<file path="config.mk">
export PLATFORM = sky130hd
export DESIGN_NAME = octal_port_router
export DESIGN_NICKNAME = d
export VERILOG_FILES = /design/src/rtl/opr_pkg.sv /design/src/rtl/opr_regs.sv /design/src/rtl/opr_arb.sv /design/src/rtl/opr_xbar.sv /design/src/rtl/opr_dec.sv /design/src/rtl/octal_port_router.sv
export SDC_FILE = /design/constraint.sdc
export NUM_CORES = 1
export LEC_CHECK = 0
export BUFFER_PORTS_ARGS = -buffer_cell sky130_fd_sc_hd__buf_2
export CAP_MARGIN = 20
export CORE_UTILIZATION = 49
export CTS_CLUSTER_SIZE = 10
export DETAILED_ROUTE_END_ITERATION = 10
export GPL_ROUTABILITY_DRIVEN = 0
export GPL_TIMING_DRIVEN = 0
export PLACE_DENSITY = 0.86
export SLEW_MARGIN = 20
export SYNTH_ARGS = -nofsm -noshare
export SYNTH_HDL_FRONTEND = slang
export SYNTH_SLANG_ARGS = --single-unit
</file>
<file path="constraint.sdc">
create_clock -name clk -period 5.3 [get_ports clk]
set_input_delay 1.59 -clock clk [delete_from_list [all_inputs] [get_ports clk]]
set_output_delay 1.59 -clock clk [all_outputs]
set_load 0.03 [all_outputs]
</file>
<file path="src/rtl/opr_pkg.sv">
package opr_pkg;
  localparam int CTRL_W      = 32;
  localparam int OVR_EN_BIT  = 4;
  localparam int OVR_SEL_LSB = 5;
  localparam int GAP_LSB     = 16;
  localparam int GAP_W       = 8;
  localparam logic [CTRL_W-1:0] CTRL_MASK = 32'h00FF_0073;

  typedef enum logic [1:0] {
    RM_DIRECT = 2'b00,
    RM_SHARE0 = 2'b01,
    RM_SWAP   = 2'b10,
    RM_SHARE1 = 2'b11
  } route_mode_e;
endpackage

</file>
<file path="src/rtl/opr_regs.sv">
module opr_regs
  import opr_pkg::*;
#(
  parameter int SPLIT_W = 3
) (
  input  logic              clk,
  input  logic              rst_n,
  input  logic              we,
  input  logic              addr,
  input  logic [CTRL_W-1:0] wdata,
  input  logic              idle,
  output logic [CTRL_W-1:0] ctrl_q,
  output logic [SPLIT_W-1:0] split_q,
  output logic              pend_o,
  output logic [CTRL_W-1:0] rdata
);
  logic [CTRL_W-1:0]  ctrl_d, pend_q, pend_d;
  logic               pval_q, pval_d;
  logic [SPLIT_W-1:0] split_d;

  always_comb begin
    ctrl_d  = ctrl_q;
    pend_d  = pend_q;
    pval_d  = pval_q;
    split_d = split_q;
    if (pval_q && idle) begin
      ctrl_d = pend_q;
      pval_d = 1'b0;
    end
    if (we && !addr) begin
      if (idle) begin
        ctrl_d = wdata & CTRL_MASK;
        pval_d = 1'b0;
      end else begin
        pend_d = wdata & CTRL_MASK;
        pval_d = 1'b1;
      end
    end
    if (we && addr) split_d = wdata[SPLIT_W-1:0];
  end

  always_ff @(posedge clk or negedge rst_n) begin
    if (!rst_n) begin
      ctrl_q  <= '0;
      pend_q  <= '0;
      pval_q  <= 1'b0;
      split_q <= '0;
    end else begin
      ctrl_q  <= ctrl_d;
      pend_q  <= pend_d;
      pval_q  <= pval_d;
      split_q <= split_d;
    end
  end

  assign pend_o = pval_q;
  assign rdata  = addr ? {{(CTRL_W-SPLIT_W){1'b0}}, split_q} : ctrl_q;

  // the live control word only moves on a cycle that was idle
  p_commit_idle_r10: assert property (@(posedge clk) disable iff (!rst_n)
    !$stable(ctrl_q) |-> $past(idle));
endmodule

</file>
<file path="src/rtl/opr_arb.sv">
module opr_arb
  import opr_pkg::*;
(
  input  logic             clk,
  input  logic             rst_n,
  input  logic             shared,
  input  logic             hold,
  input  logic [1:0]       req,
  input  logic [1:0]       cs_n,
  input  logic [GAP_W-1:0] gap,
  output logic [1:0]       gnt,
  output logic             own_v,
  output logic             own,
  output logic             busy
);
  logic             own_v_q, own_v_d, own_q, own_d;
  logic             seen_q, seen_d, last_q, last_d;
  logic             gap_q, gap_d;
  logic [GAP_W-1:0] cnt_q, cnt_d;
  logic             pick, gap_done;

  assign pick     = (req == 2'b11) ? ~last_q : req[1];
  assign gap_done = !gap_q || (cnt_q == '0);

  always_comb begin
    own_v_d = own_v_q;
    own_d   = own_q;
    seen_d  = seen_q;
    last_d  = last_q;
    gap_d   = gap_q;
    cnt_d   = cnt_q;
    if (!shared) begin
      own_v_d = 1'b0;
      seen_d  = 1'b0;
      gap_d   = 1'b0;
      cnt_d   = '0;
    end else if (own_v_q) begin
      if (!cs_n[own_q]) seen_d = 1'b1;
      if (cs_n[own_q] && (seen_q || !req[own_q])) begin
        own_v_d = 1'b0;
        seen_d  = 1'b0;
        gap_d   = 1'b1;
        cnt_d   = gap;
      end
    end else begin
      if (gap_q) begin
        if (cnt_q == '0) gap_d = 1'b0;
        else             cnt_d = cnt_q - 1'b1;
      end
      if (gap_done && !hold && (req != 2'b00)) begin
        own_v_d = 1'b1;
        own_d   = pick;
        last_d  = pick;
        gap_d   = 1'b0;
      end
    end
  end

  always_ff @(posedge clk or negedge rst_n) begin
    if (!rst_n) begin
      own_v_q <= 1'b0;
      own_q   <= 1'b0;
      seen_q  <= 1'b0;
      last_q  <= 1'b1;
      gap_q   <= 1'b0;
      cnt_q   <= '0;
    end else begin
      own_v_q <= own_v_d;
      own_q   <= own_d;
      seen_q  <= seen_d;
      last_q  <= last_d;
      gap_q   <= gap_d;
      cnt_q   <= cnt_d;
    end
  end

  assign gnt   = !shared ? 2'b11 : (own_v_q ? (own_q ? 2'b10 : 2'b01) : 2'b00);
  assign own_v = own_v_q;
  assign own   = own_q;
  assign busy  = own_v_q | gap_q;

  p_one_grant_r4: assert property (@(posedge clk) disable iff (!rst_n)
    shared |-> $onehot0(gnt));
  p_grant0_to_req_r4: assert property (@(posedge clk) disable iff (!rst_n)
    (shared && $rose(gnt[0])) |-> $past(req[0]));
  p_grant1_to_req_r4: assert property (@(posedge clk) disable iff (!rst_n)
    (shared && $rose(gnt[1])) |-> $past(req[1]));
  p_hold_cs_r5: assert property (@(posedge clk) disable iff (!rst_n)
    (shared && own_v_q && !cs_n[own_q]) |=> (own_v_q && $stable(own_q)));
  p_gap_quiet_r6: assert property (@(posedge clk) disable iff (!rst_n)
    (shared && gap_q && cnt_q != '0) |=> (gnt == 2'b00));
endmodule

</file>
<file path="src/rtl/opr_xbar.sv">
module opr_xbar
  import opr_pkg::*;
#(
  parameter int DW = 8
) (
  input  logic          clk,
  input  logic          rst_n,
  input  route_mode_e   mode,
  input  logic          ovr_en,
  input  logic [1:0]    ovr_sel,
  input  logic          own_v,
  input  logic          own,
  input  logic [1:0]    c_sck,
  input  logic [1:0]    c_cs_n,
  input  logic [1:0]    c_dqs_o,
  input  logic [1:0]    c_dqs_oe,
  output logic [1:0]    c_dqs_i,
  input  logic [2*DW-1:0] c_dq_o,
  input  logic [1:0]    c_dq_oe,
  output logic [2*DW-1:0] c_dq_i,
  output logic [1:0]    p_sck,
  output logic [1:0]    p_cs_n,
  output logic [1:0]    p_dqs_o,
  output logic [1:0]    p_dqs_oe,
  input  logic [1:0]    p_dqs_i,
  output logic [2*DW-1:0] p_dq_o,
  output logic [1:0]    p_dq_oe,
  input  logic [2*DW-1:0] p_dq_i
);
  logic [1:0]      rv, dp, src_v, src;
  logic [1:0][1:0] csm;
  logic [1:0]      ovr_mask;

  assign ovr_mask = (ovr_sel == 2'd0) ? 2'b01 : (ovr_sel == 2'd1) ? 2'b10 : 2'b11;

  always_comb begin
    for (int i = 0; i < 2; i++) begin
      unique case (mode)
        RM_DIRECT: begin rv[i] = 1'b1; dp[i] = 1'(i);  end
        RM_SWAP:   begin rv[i] = 1'b1; dp[i] = ~1'(i); end
        RM_SHARE0: begin rv[i] = own_v && (own == 1'(i)); dp[i] = 1'b0; end
        default:   begin rv[i] = own_v && (own == 1'(i)); dp[i] = 1'b1; end
      endcase
      csm[i] = ovr_en ? ovr_mask : (dp[i] ? 2'b10 : 2'b01);
    end
  end

  always_comb begin
    for (int p = 0; p < 2; p++) begin
      src_v[p] = 1'b0;
      src[p]   = 1'b0;
      for (int i = 0; i < 2; i++) begin
        if (rv[i] && dp[i] == 1'(p)) begin
          src_v[p] = 1'b1;
          src[p]   = 1'(i);
        end
      end
      p_sck[p]    = src_v[p] & c_sck[src[p]];
      p_dqs_o[p]  = src_v[p] & c_dqs_o[src[p]];
      p_dqs_oe[p] = src_v[p] & c_dqs_oe[src[p]];
      p_dq_oe[p]  = src_v[p] & c_dq_oe[src[p]];
      p_dq_o[p*DW +: DW] = src_v[p] ? c_dq_o[src[p]*DW +: DW] : '0;
      p_cs_n[p] = 1'b1;
      for (int i = 0; i < 2; i++) begin
        if (rv[i] && csm[i][p] && !c_cs_n[i]) p_cs_n[p] = 1'b0;
      end
    end
    for (int i = 0; i < 2; i++) begin
      c_dqs_i[i]         = rv[i] & p_dqs_i[dp[i]];
      c_dq_i[i*DW +: DW] = rv[i] ? p_dq_i[dp[i]*DW +: DW] : '0;
    end
  end

  p_quiet_p1_r3: assert property (@(posedge clk) disable iff (!rst_n)
    (mode == RM_SHARE0) |-> (p_cs_n[1] && !p_dq_oe[1] && !p_dqs_oe[1] && p_dq_o[2*DW-1:DW] == '0));
  p_quiet_p0_r3: assert property (@(posedge clk) disable iff (!rst_n)
    (mode == RM_SHARE1) |-> (p_cs_n[0] && !p_dq_oe[0] && !p_dqs_oe[0] && p_dq_o[DW-1:0] == '0));
  p_swap_data_r2: assert property (@(posedge clk) disable iff (!rst_n)
    (mode == RM_SWAP) |-> (p_dq_o[DW-1:0] == c_dq_o[2*DW-1:DW] && c_dq_i[DW-1:0] == p_dq_i[2*DW-1:DW]));
endmodule

</file>
<file path="src/rtl/opr_dec.sv">
module opr_dec #(
  parameter int              AW        = 32,
  parameter logic [AW-1:0]   WIN_BASE  = 32'h6000_0000,
  parameter int              UNIT_LG   = 26,
  parameter int              WIN_UNITS = 4,
  parameter int              SPLIT_W   = 3
) (
  input  logic               clk,
  input  logic               rst_n,
  input  logic               valid,
  input  logic [AW-1:0]      addr,
  input  logic [SPLIT_W-1:0] split,
  output logic [1:0]         sel,
  output logic               err
);
  localparam logic [AW:0] SPAN = (AW+1)'(WIN_UNITS) << UNIT_LG;
  localparam logic [SPLIT_W-1:0] UNITS_L = SPLIT_W'(WIN_UNITS);

  logic [AW:0]        off;
  logic [SPLIT_W-1:0] unit_idx, s_eff;
  logic               in_win, hi;

  assign off      = {1'b0, addr} - {1'b0, WIN_BASE};
  assign in_win   = off < SPAN;
  assign unit_idx = off[UNIT_LG +: SPLIT_W];
  assign s_eff    = (split > UNITS_L) ? UNITS_L : split;
  assign hi       = unit_idx >= (UNITS_L - s_eff);

  assign err = valid && !in_win;
  assign sel = (valid && in_win) ? (hi ? 2'b10 : 2'b01) : 2'b00;

  p_hit_onehot_r8: assert property (@(posedge clk) disable iff (!rst_n)
    (valid && !err) |-> $onehot(sel));
  p_miss_nosel_r9: assert property (@(posedge clk) disable iff (!rst_n)
    err |-> (sel == 2'b00));
endmodule

</file>
<file path="src/rtl/octal_port_router.sv">
module octal_port_router
  import opr_pkg::*;
#(
  parameter int            DW        = 8,
  parameter int            AW        = 32,
  parameter logic [AW-1:0] WIN_BASE  = 32'h6000_0000,
  parameter int            UNIT_LG   = 26,
  parameter int            WIN_UNITS = 4
) (
  input  logic            clk,
  input  logic            rst_n,
  input  logic            reg_we,
  input  logic            reg_addr,
  input  logic [31:0]     reg_wdata,
  output logic [31:0]     reg_rdata,
  input  logic            mem_valid,
  input  logic [AW-1:0]   mem_addr,
  output logic [1:0]      mem_sel,
  output logic            mem_err,
  input  logic [1:0]      c_req,
  output logic [1:0]      c_gnt,
  input  logic [1:0]      c_sck,
  input  logic [1:0]      c_cs_n,
  input  logic [1:0]      c_dqs_o,
  input  logic [1:0]      c_dqs_oe,
  output logic [1:0]      c_dqs_i,
  input  logic [2*DW-1:0] c_dq_o,
  input  logic [1:0]      c_dq_oe,
  output logic [2*DW-1:0] c_dq_i,
  output logic [1:0]      p_sck,
  output logic [1:0]      p_cs_n,
  output logic [1:0]      p_dqs_o,
  output logic [1:0]      p_dqs_oe,
  input  logic [1:0]      p_dqs_i,
  output logic [2*DW-1:0] p_dq_o,
  output logic [1:0]      p_dq_oe,
  input  logic [2*DW-1:0] p_dq_i
);
  localparam int SPLIT_W = $clog2(WIN_UNITS + 1);

  logic [CTRL_W-1:0]  ctrl_q;
  logic [SPLIT_W-1:0] split_q;
  logic               pend, idle, shared, arb_busy, own_v, own;
  route_mode_e        mode;

  assign mode   = route_mode_e'(ctrl_q[1:0]);
  assign shared = ctrl_q[0];
  assign idle   = !arb_busy && (shared || (&c_cs_n));

  opr_regs #(.SPLIT_W(SPLIT_W)) u_regs (
    .clk(clk), .rst_n(rst_n), .we(reg_we), .addr(reg_addr), .wdata(reg_wdata),
    .idle(idle), .ctrl_q(ctrl_q), .split_q(split_q), .pend_o(pend), .rdata(reg_rdata)
  );

  opr_arb u_arb (
    .clk(clk), .rst_n(rst_n), .shared(shared), .hold(pend), .req(c_req),
    .cs_n(c_cs_n), .gap(ctrl_q[GAP_LSB +: GAP_W]), .gnt(c_gnt),
    .own_v(own_v), .own(own), .busy(arb_busy)
  );

  opr_xbar #(.DW(DW)) u_xbar (
    .clk(clk), .rst_n(rst_n), .mode(mode), .ovr_en(ctrl_q[OVR_EN_BIT]),
    .ovr_sel(ctrl_q[OVR_SEL_LSB +: 2]), .own_v(own_v), .own(own),
    .c_sck(c_sck), .c_cs_n(c_cs_n), .c_dqs_o(c_dqs_o), .c_dqs_oe(c_dqs_oe),
    .c_dqs_i(c_dqs_i), .c_dq_o(c_dq_o), .c_dq_oe(c_dq_oe), .c_dq_i(c_dq_i),
    .p_sck(p_sck), .p_cs_n(p_cs_n), .p_dqs_o(p_dqs_o), .p_dqs_oe(p_dqs_oe),
    .p_dqs_i(p_dqs_i), .p_dq_o(p_dq_o), .p_dq_oe(p_dq_oe), .p_dq_i(p_dq_i)
  );

  opr_dec #(.AW(AW), .WIN_BASE(WIN_BASE), .UNIT_LG(UNIT_LG),
            .WIN_UNITS(WIN_UNITS), .SPLIT_W(SPLIT_W)) u_dec (
    .clk(clk), .rst_n(rst_n), .valid(mem_valid), .addr(mem_addr),
    .split(split_q), .sel(mem_sel), .err(mem_err)
  );
endmodule

</file>
==> results of run 1 <==
==> final cells by class <==
cell class	instances	area [µm²]	share of cell area
multi-input combinational	295	2012	0.4169
sequential	62	1553	0.3218
timing repair buffer	150	753.2	0.1561
inverter	11	41.29	0.008556
tap	99	123.9	0.02567
clock inverter	6	115.1	0.02385
clock buffer	10	137.6	0.02852
buffer	23	90.09	0.01867
==> report_power, final <==
group	switching [mW]	internal (mW)	leakage, nW
clock	0.189	0.328	0.124
sequential	0.132	0.620	0.774
combinational	1.31	0.699	1.57
total	1.63	1.65	2.47
==> worst max path at each step <==
stage | depth (start not counted) | endpoint
after floorplan | 4 | p_cs_n[0]
after global placement | 8 | mem_sel[0]
after detailed placement | 8 | mem_sel[0]
after CTS | 7 | p_cs_n[1]
after global routing | 8 | p_sck[1]
final | 7 | p_cs_n[1]
==> per-stage QoR <==
step                      setup WS (ns)  cell area, µm²  power, mW
after detailed placement         0.9103            4573      2.753
after floorplan                   1.030            3696      2.217
after global placement           0.9309            4571      2.697
after global routing             0.6539            4826      3.493
after CTS                        0.8682            4826      3.284
final                            0.8439            4826      3.281
==> worst register-to-register path, cell delays in order, from the launching register on <==
cell and delay (ns):
dfrtp_1 0.45, or3_4 0.45, o41ai_4 0.46, mux2_4 0.31, mux2i_1 0.19
==> registers in the layout, summed over array words and instances (netlist names) <==
register        flops
u_arb.cnt_q         8
u_arb.gap_q         1
u_arb.last_q        1
u_arb.own           1
u_arb.own_v         1
u_arb.seen_q        1
u_regs.ctrl_q      32
u_regs.pend_o       1
u_regs.pend_q      13
u_regs.split_q      3
==> synth_stat cells (5+ instances only) <==
cell / count / area, µm²
o21ai_1: 11 / 55.05
inv_1: 10 / 37.54
clkbuf_1: 18 / 67.56
mux2i_1: 13 / 130.1
mux2_2: 13 / 146.4
and2_1: 20 / 125.1
a22o_1: 21 / 183.9
o21ai_0: 14 / 70.07
nand2_1: 42 / 157.7
ha_1: 9 / 112.6
o22ai_1: 15 / 93.84
a21oi_1: 6 / 30.03
nor2_1: 27 / 101.4
nor2b_1: 35 / 219.0
nand2b_1: 8 / 50.05
dfrtp_1: 61 / 1526
a2bb2oi_1: 10 / 87.58
a22oi_1: 5 / 37.54
==> layer usage <==
| layer | up-vias | routed length, µm | GRT usage |
|---|---|---|---|
| li1 | 1736 | - | - |
| met1 | 1726 | 3946 | 0.2765 |
| met2 | 182 | 5212 | 0.4776 |
| met3 | 19 | 824 | 0.06437 |
| met4 | 0 | 165 | 0.09677 |
| met5 | - | 0 | 0 |
==> kinds of logic after synthesis <==
family / share of synthesized area
adders and majority gates: 0.03047
xor gates and xnor gates: 0.004740
AOI/OAI and AO/OA: 0.2150
DFF: 0.4201
buffers and inverters: 0.03554
muxes: 0.09106
and+or+nand+nor: 0.2031
==> metrics.md, run 1 <==
| Metric | Value |
|---|---|
| 1st-pass router iterations | 5 |
| Hold Crit Depth | 1 |
| CP Launch Type | register |
| Hold_buf cts | 0 |
| Power density cells | 680.0 mW/mm² |
| Gr usage total | 0.2555 |
| Placement row count | 31 |
| Antenna Cells | 0 |
| Largest net degree at the start of global routing | 63 |
| # Max-Cap Violations | 0 |
| Fin. Hold Viols | 0 |
| DR WL/cell | 15.47 µm |
| Post-DP HPWL | 7679 µm |
| Period utilization | 0.8408 |
| Worst-path cell chain | clkinv_1 > ha_1 > a211oi_1 > clkbuf_1 > o32ai_1 > o21ai_0 > buf_2 |
| Core Region | 0.007253 mm² |
| Hold Crit Start | u_regs.ctrl_q[7]$_DFF_PN0_ |
| F_max | 224.4 MHz |
| Fin Setup TNS | 0 ns |
| Req. time, crit path | 3.71 ns |
| DRT iter0 DRCs | 203 |
| Critical path launch point | u_regs.ctrl_q[0]$_DFF_PN0_ |
| Setup crit end kind | output pin |
| CTS sink cnt | 62 |
| RSZ-0062 raised after global routing | false |
| Final Max Slew Viols | 0 |
| Final Util | 0.6653 |
| Synthesized instance count | 391 |
| Final std cells w/o fill | 656 |
| Transition time of the tightest slew-check pin | 0.7537 ns |
| EDFF count, synth | 0 |
| Post-synth ARST share | 1.000 |
| Placed cells | 640 |
| Die area | 0.007894 mm² |
| CP Buf/Inv Count | 3 |
| Max stage delay on crit path | 0.43 ns |
| # IOs | 196 |
| CTS root buf | clkbuf_8 |
| P&R area growth vs syn | 30.57% |
| Setup Viol. Count Final | 0 |
| # DRC | 0 |
| VDD IR-drop max | 0.0002934 V |
| Number of synthesis warnings | 0 |
| First-pass GRT wire length | 15140 µm |
| Mapped cell area | 0.003696 mm² |
| Initial antenna violation count | 0 |
| Fin crit period | 4.456 ns |
| Layout cells sized above 1 | 0.3393 |
| Die height | 88.85 µm |
| Port bufs | 150 |
| Status | finished clean |
| Post-CTS resize count | 0 |
| Post-synthesis sequential area ratio | 0.4201 |
| TritonCTS Buffers | 9 |
| Most frequent cells in the layout | buf_2, dfrtp_1, nand2_1 |
| Worst Path Max Fanout | 10 |
| Post-DRT Antenna Nets | 0 |
| Flop-to-flop setup slack | 3.37 ns |
| Hold Path Class | reg2reg |
| Synth Area per Inst | 9.453 µm² |
| Critical Path AT | 2.87 ns |
| Worst Skew | 0.01021 ns |
| Synthesized Nets | 515 |
| GRT overflow | 0 |
| Worst flop-to-flop path startpoint | u_arb.cnt_q[4]$_DFFE_PN0P_ |
| Critical path class | reg2out |
| Via count | 3663 |
| CTS tree | yes |
| Ys flop type | dfrtp_1 |
| Die Wd | 88.85 µm |
| Slowest library cell on the worst path | dfrtp_1 |
| Vias in the first global route | 3292 |
| Hold slack final | 0.4800 ns |
| Family with the most delay on the worst path | buffers and inverters |
| Hold Path End | u_regs.ctrl_q[7]$_DFF_PN0_ |
| Seq cells post-synth | 62 |
| Library cells used by synthesis | 49 |
| Most common cell after layout, fill and taps aside | buf_2 |
| Initial Util | 0.5096 |
| Fillers | 543 |
| Final #Nets | 676 |
| Slew headroom | 0.4976 |
| WL final | 10150 µm |
| H-tree levels | 3 |
| Clock-pin slew on the worst setup and hold paths | 0.07 ns |
| Vias/cell | 5.584 |
| R2R cell count | 4 |
| Post CTS Setup Buffer Count | 0 |
| Worst skew pair latency | 0.34 ns |
| Worst R2R End | u_arb.cnt_q[1]$_DFFE_PN0P_ |
| Clk buf depth | 2 |
| Leakage | 2.471 nW |
No activity file was read; power rests on OpenSTA's default activity.
==> inputs of run 2 (changes only) <==
ABC_AREA = 1   (was default)
CORE_UTILIZATION = 42   (was 49)
PLACE_DENSITY = 0.77   (was 0.86)
clock period = 3.9 ns   (was 5.3 ns; I/O delays follow)
==> metrics.md, run 2 <==
| Metric | Value |
|---|---|
| Post-DP HPWL | 8478 µm (+10%) |
| GRT overflow | 0 (unchanged) |
| Via count | 4354 (+19%) |
| Port bufs | 150 (unchanged) |
| Crit path top cell by count | nor2_1 |
| Period utilization | 0.9029 |
| Fin Setup TNS | 0 ns (unchanged) |
| Setup Viol. Count Final | 0 (unchanged) |
| Synthesized Nets | 725 (+41%) |
| Post-CTS resize count | 0 (unchanged) |
| Post-layout instance area | 0.005154 mm² (+6.8%) |
| 1st-pass router iterations | 5 (unchanged) |
| TritonCTS Buffers | 9 (unchanged) |
| Req. time, crit path | 2.73 ns (-0.98 ns) |
| Placed instance area | 0.004907 mm² (+7.3%) |
| Vias in the first global route | 4063 (+23%) |
| Placement row count | 35 (+13%) |
| P&R area growth vs syn | 29.08% |
| CTS tree | yes |
| Transition time of the tightest slew-check pin | 0.7702 ns (+0.01660 ns) |
| Hold Crit Depth | 2 (+1) |
| Library cells used by synthesis | 32 (-35%) |
| Hold slack final | 0.4733 ns (-0.006749 ns) |
| Critical path class | reg2out |
| Hold Crit Start | u_arb.last_q$_DFFE_PN1P_ |
| Comb power frac | 0.684 (+0.071) |
| Synth Area per Inst | 6.643 µm² (-30%) |
| Most frequent cells in the layout | buf_2, nand2_1, nor2_1 |
| # DRC | 0 (unchanged) |
| Flop-to-flop setup slack | 2.21 ns (-1.16 ns) |
| CTS sink cnt | 62 (unchanged) |
| Count leader, synth | nand2_1 |
| Fin. Hold Viols | 0 (unchanged) |
| Max stage delay on crit path | 0.46 ns (+0.03 ns) |
| Core Region | 0.009240 mm² (+27%) |
| Final Max Slew Viols | 0 (unchanged) |
| Worst Path Max Fanout | 10 (unchanged) |
| Power density cells | 1016 mW/mm² (+49%) |
| Die area | 0.009900 mm² (+25%) |
| R2R cell count | 7 (+3) |
| Net Sw Frac | 0.5611 (+0.06330) |
| Seq cells post-synth | 62 (unchanged) |
| F_max | 284.0 MHz |
| WL final | 11170 µm (+10%) |
| Ys flop type | dfrtp_1 |
| Setup crit end kind | output pin |
| Post-synth top area share | 0.3823 (-0.03067) |
| Vias/cell | 4.859 (-13%) |
| Die Wd | 99.50 µm (+12%) |
| Worst-path cell chain | inv_2 > ha_1 > nor2_1 > o21ai_2 > nand2_2 > clkbuf_1 > o21ai_0 > nor2_1 > buf_2 |
| Worst flop-to-flop path startpoint | u_arb.own_v$_DFF_PN0_ |
| Status | finished clean |
| Worst R2R End | u_regs.ctrl_q[22]$_DFF_PN0_ |
| Synth top cells by count | nand2_1, nor2_1, inv_1 |
| CP Launch Type | register |
| Antenna Cells | 0 (unchanged) |
| Fin crit period | 3.521 ns |
| # Max-Cap Violations | 0 (unchanged) |
| Clk buf depth | 2 (unchanged) |
| H-tree levels | 3 (unchanged) |
| Slew headroom | 0.4865 (-0.01106) |
| Number of synthesis warnings | 0 (unchanged) |
| Largest register FFs | 32 (unchanged) |
| CTS root buf | clkbuf_8 |
| Synth top area cells | dfrtp_1, nand2_1, nor2_1 |
| Mapped cell area | 0.003993 mm² (+8.0%) |
| Hold_buf cts | 0 (unchanged) |
| RSZ-0062 raised after global routing | false |
| Initial Util | 0.4321 (-0.07748) |
| VDD IR-drop max | 0.0004756 V (+62%) |
| Synthesized instance count | 601 (+54%) |
| # IOs | 196 (unchanged) |
| Post CTS Setup Buffer Count | 0 (unchanged) |
| Switching power total | 2.937 mW (+80%) |
| Power share of the sequential group | 0.184 (-0.045) |
| Final Util | 0.5578 (-0.1076) |
| Initial antenna violation count | 0 (unchanged) |
| Biggest register | u_regs.ctrl_q |
| DRT iter0 DRCs | 218 (+7.4%) |
| Post-synth ARST share | 1.000 (unchanged) |
| Die height | 99.50 µm (+12%) |
| Hold Path Class | reg2reg |
| Synth area leader | dfrtp_1 |
| Top flop regs | u_regs.ctrl_q x32, u_regs.pend_q x13, u_arb.cnt_q x8 |
| Post-DRT Antenna Nets | 0 (unchanged) |
| EDFF count, synth | 0 (unchanged) |
| DR WL/cell | 12.47 µm (-19%) |
| P_int | 2.298 mW (+39%) |
| Gr usage total | 0.2290 (-0.02650) |
| Total power | 5.235 mW (+60%) |
| Hold Path End | u_arb.last_q$_DFFE_PN1P_ |
| Largest net degree at the start of global routing | 63 (unchanged) |
| Clock-pin slew on the worst setup and hold paths | 0.07 ns (about the same) |
| Slowest library cell on the worst path | dfrtp_1 |
| Leakage | 2.948 nW (+19%) |
| Layout cells sized above 1 | 0.2660 (-0.07335) |
| Critical Path AT | 2.35 ns (-0.52 ns) |
| Worst Skew | 0.004567 ns (-0.005646 ns) |
| Most common cell after layout, fill and taps aside | buf_2 |
| Clk pwr share | 0.132 (-0.026) |
| First-pass GRT wire length | 18020 µm (+19%) |
| Post-synthesis sequential area ratio | 0.3889 (-0.03120) |
| Worst skew pair latency | 0.35 ns (about the same) |
| Final #Nets | 886 (+31%) |
-- run 2: area by class of cell --
type                            count  area (µm²)
Fill cell                         898        4086
Multi-Input combinational cell    415        1936
Sequential cell                    62        1553
Timing Repair Buffer              150       753.2
Inverter                           98       367.9
Tap cell                          129       161.4
Buffer                             26       136.4
Clock buffer                        9       123.9
Clock inverter                      7       122.6
-- run 2: how the worst max path moves through the flow --
stage,startpoint,end,slack (ns),cells past startpoint
4_1_cts,u_regs.ctrl_q[0]$_DFF_PN0_,p_dq_oe[1],0.36,9
2_1_floorplan,mem_addr[28],mem_sel[0],0.61,4
3_3_place_gp,mem_addr[28],mem_sel[1],0.57,7
6_report,u_regs.ctrl_q[0]$_DFF_PN0_,p_dq_oe[1],0.38,9
5_1_grt,u_regs.ctrl_q[0]$_DFF_PN0_,p_dq_oe[1],0.18,9
3_5_place_dp,mem_addr[28],mem_sel[1],0.55,7
-- run 2: power by group through the flow --
stage | Clock [mW] | Combinational, mW | Sequential, mW
global placement | 0 | 3.48 | 0.963
floorplan | 0 | 2.64 | 0.938
finish | 0.693 | 3.58 | 0.961
CTS | 0.707 | 3.58 | 0.960
detailed placement | 0 | 3.56 | 0.972
global route | 0.739 | 3.94 | 0.984
-- run 2: logic make-up (layout without fill, tap and decap cells) --
kind of cell    Yosys count  in the layout  synth area share
compound gates          118            118            0.1623
flops                    62             62            0.3889
buf+inv                 124            290            0.1263
xor+xnor                  2              2          0.004388
fa+ha+maj                 9              9           0.02820
simple gates            285            285            0.2871
mux                       1              1          0.002820
-- run 2: routing by layer --
layer,vias to the layer above,part of all wire,wire [µm],global-route usage
met1,1988,0.42,4699,0.2643
met3,16,0.074,826,0.05411
met5,-,0,0,0
li1,2191,-,-,-
met4,0,0.014,161,0.07579
met2,159,0.49,5482,0.4167
-- run 2: worst max-delay path: cells and delay by family (launching register included) --
kind | cells | cell delay (ns)
buffers and inverters | 3 | 0.64
DFF | 1 | 0.46
and+or+nand+nor | 3 | 0.43
AOI/OAI and AO/OA | 2 | 0.25
adders and majority gates | 1 | 0.23
-- run 2: metrics by stage --
step	setup WS, ns	std cells
finish	0.3787	896
global placement	0.5748	880
CTS	0.3599	896
floorplan	0.6124	601
global route	0.1850	896
detailed placement	0.5519	880
